--- config.mk ---
export PLATFORM = sky130hd
export DESIGN_NAME = mac_cell
export DESIGN_NICKNAME = d
export VERILOG_FILES = /design/src/rtl/mac_cell_pkg.sv /design/src/rtl/mac_cell_mult.sv /design/src/rtl/mac_cell_arith.sv /design/src/rtl/mac_cell_regs.sv /design/src/rtl/mac_cell.sv
export SDC_FILE = /design/constraint.sdc
export NUM_CORES = 1
export LEC_CHECK = 0
export ABC_AREA = 1
export CORE_ASPECT_RATIO = 0.75
export CORE_UTILIZATION = 51
export CTS_CLUSTER_SIZE = 20
export DETAILED_ROUTE_END_ITERATION = 10
export DONT_BUFFER_PORTS = 1
export PLACE_DENSITY = 0.81
export SLEW_MARGIN = 20
export SYNTH_ARGS = -nofsm -noshare
export SYNTH_HDL_FRONTEND = slang
export SYNTH_HIERARCHICAL = 1
export SYNTH_SLANG_ARGS = --single-unit
--- constraint.sdc ---
create_clock -name clk -period 5.2 [get_ports clk]
set_input_delay 0.52 -clock clk [delete_from_list [all_inputs] [get_ports clk]]
set_output_delay 0.52 -clock clk [all_outputs]
set_load 0.005 [all_outputs]
--- src/rtl/mac_cell_pkg.sv ---
package mac_cell_pkg;
   typedef enum logic [2:0] {
      OP_MUL      = 3'b000,
      OP_MULADD   = 3'b001,
      OP_ACC      = 3'b010,
      OP_ADD      = 3'b011,
      OP_MUL_R    = 3'b100,
      OP_MULADD_R = 3'b101,
      OP_MAC      = 3'b110,
      OP_ADD_R    = 3'b111
   } op_e;

   function automatic logic op_accumulates(op_e op);
      return (op == OP_ACC) || (op == OP_MAC);
   endfunction

   function automatic logic op_combinational(op_e op);
      return (op == OP_MUL) || (op == OP_MULADD) || (op == OP_ADD);
   endfunction
endpackage

--- src/rtl/mac_cell_mult.sv ---
module mac_cell_mult #(
   parameter int OPW        = 8,
   parameter bit ARRAY_MULT = 1'b0
) (
   input  logic [OPW-1:0]   a,
   input  logic [OPW-1:0]   b,
   output logic [2*OPW-1:0] p
);
   localparam int PW = 2 * OPW;

   if (ARRAY_MULT) begin : g_array
      logic [PW-1:0] pp [OPW];
      for (genvar i = 0; i < OPW; i++) begin : g_pp
         assign pp[i] = b[i] ? (PW'(a) << i) : '0;
      end
      always_comb begin
         p = '0;
         for (int i = 0; i < OPW; i++) p = p + pp[i];
      end
   end else begin : g_infer
      assign p = PW'(a) * PW'(b);
   end
endmodule

--- src/rtl/mac_cell_arith.sv ---
module mac_cell_arith
   import mac_cell_pkg::*;
#(
   parameter int OPW  = 8,
   parameter int ADDW = 16,
   parameter int ACCW = 20
) (
   input  op_e              op,
   input  logic [OPW-1:0]   a,
   input  logic [2*OPW-1:0] prod,
   input  logic [ADDW-1:0]  addend,
   input  logic [ACCW-1:0]  acc_q,
   output logic [ACCW-1:0]  res
);
   logic [ACCW-1:0] prod_x, add_x, a_x;

   assign prod_x = ACCW'(prod);
   assign add_x  = ACCW'(addend);
   assign a_x    = ACCW'(a);

   always_comb begin
      unique case (op)
         OP_MUL,    OP_MUL_R:    res = prod_x;
         OP_MULADD, OP_MULADD_R: res = prod_x + add_x;
         OP_ADD,    OP_ADD_R:    res = a_x + add_x;
         OP_ACC:                 res = acc_q + add_x;
         OP_MAC:                 res = acc_q + prod_x;
         default:                res = '0;
      endcase
   end
endmodule

--- src/rtl/mac_cell_regs.sv ---
module mac_cell_regs #(
   parameter int ACCW = 20
) (
   input  logic            clk,
   input  logic            rst_n,
   input  logic            clr,
   input  logic            en,
   input  logic            load_acc,
   input  logic [ACCW-1:0] res,
   output logic [ACCW-1:0] acc_q,
   output logic [ACCW-1:0] out_q
);
   always_ff @(posedge clk or negedge rst_n) begin
      if (!rst_n) begin
         acc_q <= '0;
         out_q <= '0;
      end else if (clr) begin
         acc_q <= '0;
         out_q <= '0;
      end else if (en) begin
         out_q <= res;
         if (load_acc) acc_q <= res;
      end
   end
endmodule

--- src/rtl/mac_cell.sv ---
module mac_cell
   import mac_cell_pkg::*;
#(
   parameter int OPW        = 8,
   parameter int ADDW       = 16,
   parameter int ACCW       = 20,
   parameter bit ARRAY_MULT = 1'b0
) (
   input  logic            clk,
   input  logic            rst_n,
   input  logic            clr,
   input  logic            en,
   input  logic [2:0]      mode,
   input  logic [OPW-1:0]  a,
   input  logic [OPW-1:0]  b,
   input  logic [ADDW-1:0] addend,
   output logic [ACCW-1:0] y
);
   localparam int PW = 2 * OPW;

   if (OPW < 1) begin : g_bad_opw
      $error("mac_cell: OPW must be at least 1");
   end
   if (ACCW < PW + 1) begin : g_bad_accw
      $error("mac_cell: ACCW must exceed the product width");
   end
   if (ADDW > ACCW || ADDW < OPW) begin : g_bad_addw
      $error("mac_cell: ADDW must lie between OPW and ACCW");
   end

   op_e             op;
   logic [PW-1:0]   prod;
   logic [ACCW-1:0] res, acc_q, out_q;

   assign op = op_e'(mode);

   mac_cell_mult #(.OPW(OPW), .ARRAY_MULT(ARRAY_MULT)) u_mult (
      .a (a), .b (b), .p (prod)
   );

   mac_cell_arith #(.OPW(OPW), .ADDW(ADDW), .ACCW(ACCW)) u_arith (
      .op (op), .a (a), .prod (prod), .addend (addend),
      .acc_q (acc_q), .res (res)
   );

   mac_cell_regs #(.ACCW(ACCW)) u_regs (
      .clk (clk), .rst_n (rst_n), .clr (clr), .en (en),
      .load_acc (op_accumulates(op)), .res (res),
      .acc_q (acc_q), .out_q (out_q)
   );

   always_comb begin
      if (op_combinational(op))     y = res;
      else if (op_accumulates(op))  y = acc_q;
      else                          y = out_q;
   end
endmodule

==> reports/results.ini, run 1 <==
[critical_path]
r2r_end=u_regs/acc_q[10]
path_class=input port to output port
ff2ff_path_depth=16
critPathMaxStageDelay_ps=550
cp-endpoint=y[15]
required_ps=4680
path_common_cell=nand2_1
worst_path_max_delay_cell=fa_1
crit_buf_inv=7
critPathArrivalTime_ps=5380
critPathLaunch=a[3]
timing.rr.start=u_regs/acc_q[0]
worst-path-stages=33
critPathMaxFanout=9
start_kind=input port
cp_top_family=adder cells
reg2reg_setup_slack_ps=2600
cp-end-kind=output port

[sta]
max_freq_mhz=169
fin_setup_tns_ps=-8940
finalMaxSlewViolations=0
finalHoldViolCount=0
fin_skew_ps=6.20
rsz0062_at_grt=yes
tightest_slew_ps=1010
period_share_pct=114
slew_headroom_pct=32.8
setup_violations=20
final.min_clock_period_ps=5900
fin_ws_ps=-705

[global_routing]
grt_max_degree=42
grt_pass1_wl_um=38000
grt_pass1_vias=7755
grt-ovfl-total=0
track_usage_pct=31.4
grt_antenna_before_repair=0

[clock_network]
cts_buffers=5
root_buffer=clkbuf_16
htree_num_levels=2
clkTransAtPathRegs_ps=60
cts_tree=done
clock_latency_ps=290
cts.sinks=40
clock_path_buffers=2

[outcome]
violations=setup timing
status=finished with violations

[power_and_ir_drop]
p_sw_mw=2.50
internal_power_mw=2.53
power_frac_comb_pct=84.9
peakVddDrop_uv=345
p_sw_share_pct=49.7
power_mw=5.03
p_leak_nw=5.64
p_clk_share_pct=7.2
seq_power_share_pct=7.8
power-per-cell-area_mw_per_mm2=520

[synth]
syn_nets=1467
syn_inst=1320
synth_flop_cell=dfrtp_1
netlist_area_mm2=0.00757
synth-edff-count=0
ys_types=35
async_flop_share_pct=100
yosysWarnings=6
avgSynthCellArea_um2=5.73
yosysSeqAreaShare_pct=13.2
ys_ff_latch=40

[placement]
port_buffers=0
place_area_mm2=0.00816
post-dp-hpwl_um=17300
gp_congestion=0.989
placed_cells=1538

[flow_run]
drv_cap=0

[route]
dr.pass1.iters=5
wire_per_inst_um=16.3
vias_per_cell=5.46
ant_nets=0
drt-total-wl_um=26000
drt_iter0_drc=1037
via_count=8698
drc=0

[floorplan]
die_area_mm2=0.0153
ios=59
num_rows=38
die_w_um=143
coreArea_mm2=0.0145
start_util_pct=52.4
fp.dieH_um=108

[cells_and_area]
syn2layout_area_growth_pct=27.8
n_antenna_cell=0
final_common_cell=nand2_1
mostFrequentLayoutCells=nand2_1, inv_1, buf_4
final_cells=1592
nets=1538
stdcell_area_mm2=0.00968
drive_gt1_share_pct=25.5

[hold_path]
hp-class=input port to asynchronous set/reset pin

-- metrics by stage --
| step | hold WS [ps] | utilization (%) | setup slack [ps] |
|---|---|---|---|
| 6_report | 76.0 | 66.9 | -705 |
| 5_1_grt | 81.4 | 66.9 | -888 |
| 4_1_cts | 79.7 | 61.3 | -555 |
| 3_5_place_dp | 225 | 56.4 | -760 |
| 3_3_place_gp | 225 | 56.4 | -732 |
| 2_1_floorplan | 224 | - | -306 |
-- final cells by class --
class / count / area (um2)
fillers: 1163 / 4780
multi-input cells: 964 / 6340
well taps: 200 / 250
inverters: 268 / 1020
clock inverters: 3 / 42.5
repair buffers: 112 / 900
clock buffers: 5 / 125
flip-flops and latches: 40 / 1000
-- flip-flops by register name (all words and copies together), names as in the netlist --
register and flops:
u_regs/acc_q 20, u_regs/out_q 20
-- per-layer routing --
metal  part of all wire [%]  routed length, um  track usage, %
met1                     44              11400            44.1
met2                     43              11200            48.3
met3                    9.8               2550            8.05
met4                    3.3                858            6.45
met5                      0                  0               0
-- kinds of logic after synthesis --
| family | count (synthesis) | share of synthesized area, % |
|---|---|---|
| xor+xnor | 9 | 1.04 |
| simple gates | 788 | 43.3 |
| mux | 2 | 0.297 |
| fa+ha+maj | 108 | 21.6 |
| flops | 40 | 13.2 |
| compound gates | 57 | 4.07 |
| buf+inv | 316 | 16.5 |
-- worst min path at each step --
stage,start,endpoint,depth (start not counted)
2_1_floorplan,rst_n,u_regs/acc_q[0],0
3_3_place_gp,rst_n,u_regs/out_q[14],0
3_5_place_dp,rst_n,u_regs/out_q[14],0
4_1_cts,rst_n,u_regs/acc_q[16],1
5_1_grt,rst_n,u_regs/out_q[15],1
6_report,rst_n,u_regs/out_q[17],1
-- worst register-to-register path, cell delays in order (launching register included) --
cell     delay [ps]
dfrtp_1         390
ha_1            260
fa_1            460
nand3_2         160
nand4_1         130
nand3_2         130
nand3_4         110
buf_6           140
buf_6           100
buf_6           110
buf_6           110
buf_6           100
buf_6           100
inv_2            40
nor2_2           30
nand2_1          50
nand2_1          60
-- Yosys cell counts, types with 3 or more instances --
| cell | instances | share of area [%] |
|---|---|---|
| nor3_1 | 6 | 0.40 |
| or2_0 | 5 | 0.41 |
| xnor2_1 | 3 | 0.35 |
| nand3_1 | 129 | 8.5 |
| dfrtp_1 | 40 | 13 |
| fa_1 | 38 | 10 |
| ha_1 | 70 | 12 |
| inv_2 | 4 | 0.20 |
| a21oi_1 | 25 | 1.7 |
| inv_1 | 261 | 13 |
| nand2_2 | 7 | 0.58 |
| and2_1 | 6 | 0.50 |
| o21ai_0 | 23 | 1.5 |
| nand2_1 | 535 | 27 |
| nand4_1 | 9 | 0.74 |
| nor2_1 | 70 | 3.5 |
| clkbuf_1 | 19 | 0.94 |
| xor2_1 | 6 | 0.69 |
| nand3b_1 | 9 | 0.89 |
| buf_6 | 3 | 0.45 |
| or2_2 | 5 | 0.41 |
| buf_2 | 26 | 1.7 |
-- power by group through the flow --
stage / Sequential [mW] / Combinational (mW) / Clock, mW
after global placement: 0.391 / 2.70 / 0
after detailed placement: 0.393 / 2.75 / 0
final: 0.394 / 4.27 / 0.364
after global routing: 0.398 / 4.60 / 0.381
after CTS: 0.389 / 3.25 / 0.366
after floorplan: 0.383 / 1.82 / 0
-- what timing repair did --
action / CTS / global route
hold buffers: 1 / 0
buffers inserted: 24 / 22
endpoints found under the hold margin: 40 / 0
endpoints found under the setup margin: 26 / 39
resized for setup: 89 / 164
pin swaps: 63 / 62
Note: power is estimated with default switching activity, not from simulation.
==> run 2: changes to the inputs <==
--- a/config.mk
+++ b/config.mk
@@ -11,7 +11,7 @@
 export CTS_CLUSTER_SIZE = 20
 export DETAILED_ROUTE_END_ITERATION = 10
 export DONT_BUFFER_PORTS = 1
-export PLACE_DENSITY = 0.81
+export PLACE_DENSITY = 0.78
 export SLEW_MARGIN = 20
 export SYNTH_ARGS = -nofsm -noshare
 export SYNTH_HDL_FRONTEND = slang
==> constraint.sdc (replaced) <==
create_clock -name clk -period 5.6 [get_ports clk]
set_input_delay 0.56 -clock clk [delete_from_list [all_inputs] [get_ports clk]]
set_output_delay 0.56 -clock clk [all_outputs]
set_load 0.005 [all_outputs]
==> run 2 against run 1 <==
Net effect:
- the run still ends with setup timing left
- sequential share of layout area is 0.078 points lower
- clock skew is 3.4 ps lower
- critical path depth is 2 lower
- first-iteration DRC count is 5.2% lower
- wire length grew 0.28%
- count of clock-buffer cells in the layout increased by 2
- global-route usage up 0.087 points
- highest routed layer unchanged
==> reports/results.ini, run 2 (synthesis results as in run 1) <==
[cells_and_area]
fillers=1165
nets=1522
reg_top3=u_regs/acc_q (20), u_regs/out_q (20)
mostFrequentLayoutCells=nand2_1, inv_1, nand3_1
syn2layout_area_growth_pct=28.8
n_antenna_cell=0
stdcell_area_mm2=0.00975
drive_gt1_share_pct=27.3
final_common_cell=nand2_1

[clock_network]
htree_num_levels=2
clock_latency_ps=290
cts_tree=done
clock_path_buffers=2
cts.sinks=40
cts_buffers=5
root_buffer=clkbuf_16
clkTransAtPathRegs_ps=60

[critical_path]
path_class=input port to output port
start_kind=input port
worst_path_max_delay_cell=fa_1
required_ps=5040
critPathArrivalTime_ps=5440
reg2reg_setup_slack_ps=2410
critPathMaxStageDelay_ps=540
critPathMaxFanout=9
cp-end-kind=output port

[global_routing]
top_usage_layer=met2
track_usage_pct=31.5
grt-ovfl-total=0
grt_use_met1_pct=46.4
grt_max_degree=42
grt_pass1_wl_um=38200
grt_antenna_before_repair=0
grtUsageMet3_pct=5.87
globalRouteMet2Util_pct=47.2
grt_pass1_vias=7826

[sta]
fin_ws_ps=-400
setup_violations=15
rsz0062_at_grt=yes
slew_headroom_pct=28.3
period_share_pct=107
finalHoldViolCount=0
final.min_clock_period_ps=6000
finalMaxSlewViolations=0
fin_skew_ps=2.79
tightest_slew_ps=1070
max_freq_mhz=167

[route]
drt-total-wl_um=26100
wire_per_inst_um=16.5
drc=0
dr.pass1.iters=5
vias_per_cell=5.57
ant_nets=0
via_count=8776
drt_iter0_drc=983

[placement]
port_buffers=0
post-dp-hpwl_um=17400
place_area_mm2=0.00804
gp_congestion=0.985

[floorplan]
die_area_mm2=0.0153
start_util_pct=52.4
fp.dieH_um=108
num_rows=38
coreArea_mm2=0.0145
die_w_um=143
ios=59

[power_and_ir_drop]
p_leak_nw=5.66
peakVddDrop_uv=321
power_mw=4.86
power-per-cell-area_mw_per_mm2=499

[flow_run]
drv_cap=0

[outcome]
status=finished with violations
violations=setup timing

[hold_path]
hp-class=input port to asynchronous set/reset pin

==> run 2: path summary, 6_finish.rpt <==
path / start / to / cells after the start
setup reg to reg: u_regs/acc_q[0] / u_regs/out_q[16] / 20
hold reg to reg: u_regs/out_q[4] / u_regs/out_q[4] / 2
max in group asynchronous: rst_n / u_regs/acc_q[7] / 1
min in group clk: en / u_regs/out_q[7] / 2
hold / removal: rst_n / u_regs/out_q[18] / 1
setup / recovery: a[5] / y[15] / 31
==> run 2: power by group <==
| part | switching, mW | internal (mW) |
|---|---|---|
| Combinational | 2.26 | 1.88 |
| Sequential | 0.0364 | 0.330 |
| Clock | 0.125 | 0.235 |
| Total | 2.42 | 2.44 |
==> run 2: layout make-up <==
cell class | instances | area (um2) | area share, %
Clock inverter | 1 | 30.0 | 0.308
Inverter | 268 | 1030 | 10.6
Clock buffer | 7 | 153 | 1.57
Tap cell | 200 | 250 | 2.57
Sequential cell | 40 | 1000 | 10.3
Multi-Input combinational cell | 964 | 6520 | 66.9
Timing Repair Buffer | 96 | 763 | 7.83
==> run 2: routing by layer <==
| metal | vias up | part of all wire, % |
|---|---|---|
| met1 | 4073 | 43 |
| met2 | 535 | 43 |
| met3 | 90 | 11 |
| met4 | 0 | 3.5 |
| met5 | - | 0 |
| li1 | 4078 | - |
==> run 2: timing repair <==
action / CTS / global route
pin swaps: 65 / 97
setup endpoints to repair: 13 / 16
hold buffers: 1 / 0
buffers inserted: 31 / 9
endpoints found under the hold margin: 40 / 0
gates resized for setup: 133 / 182
==> run 2: critical path, delay by kind of cell <==
family,cells,cell delay [ps]
fa+ha+maj,6,2630
compound gates,1,70
buf+inv,7,370
simple gates,17,1800
==> run 2: through the flow <==
stage / instances / worst slack, ps / TNS [ps] / util [%] / hold slack, ps
floorplan: 1320 / 0.0115 / 0 / - / 264
global placement: 1527 / -456 / -4270 / 55.6 / 266
detailed placement: 1527 / -455 / -4710 / 55.6 / 265
CTS: 1567 / -198 / -1630 / 61.9 / 122
global route: 1576 / -514 / -6370 / 67.5 / 133
finish: 1576 / -400 / -3610 / 67.5 / 117
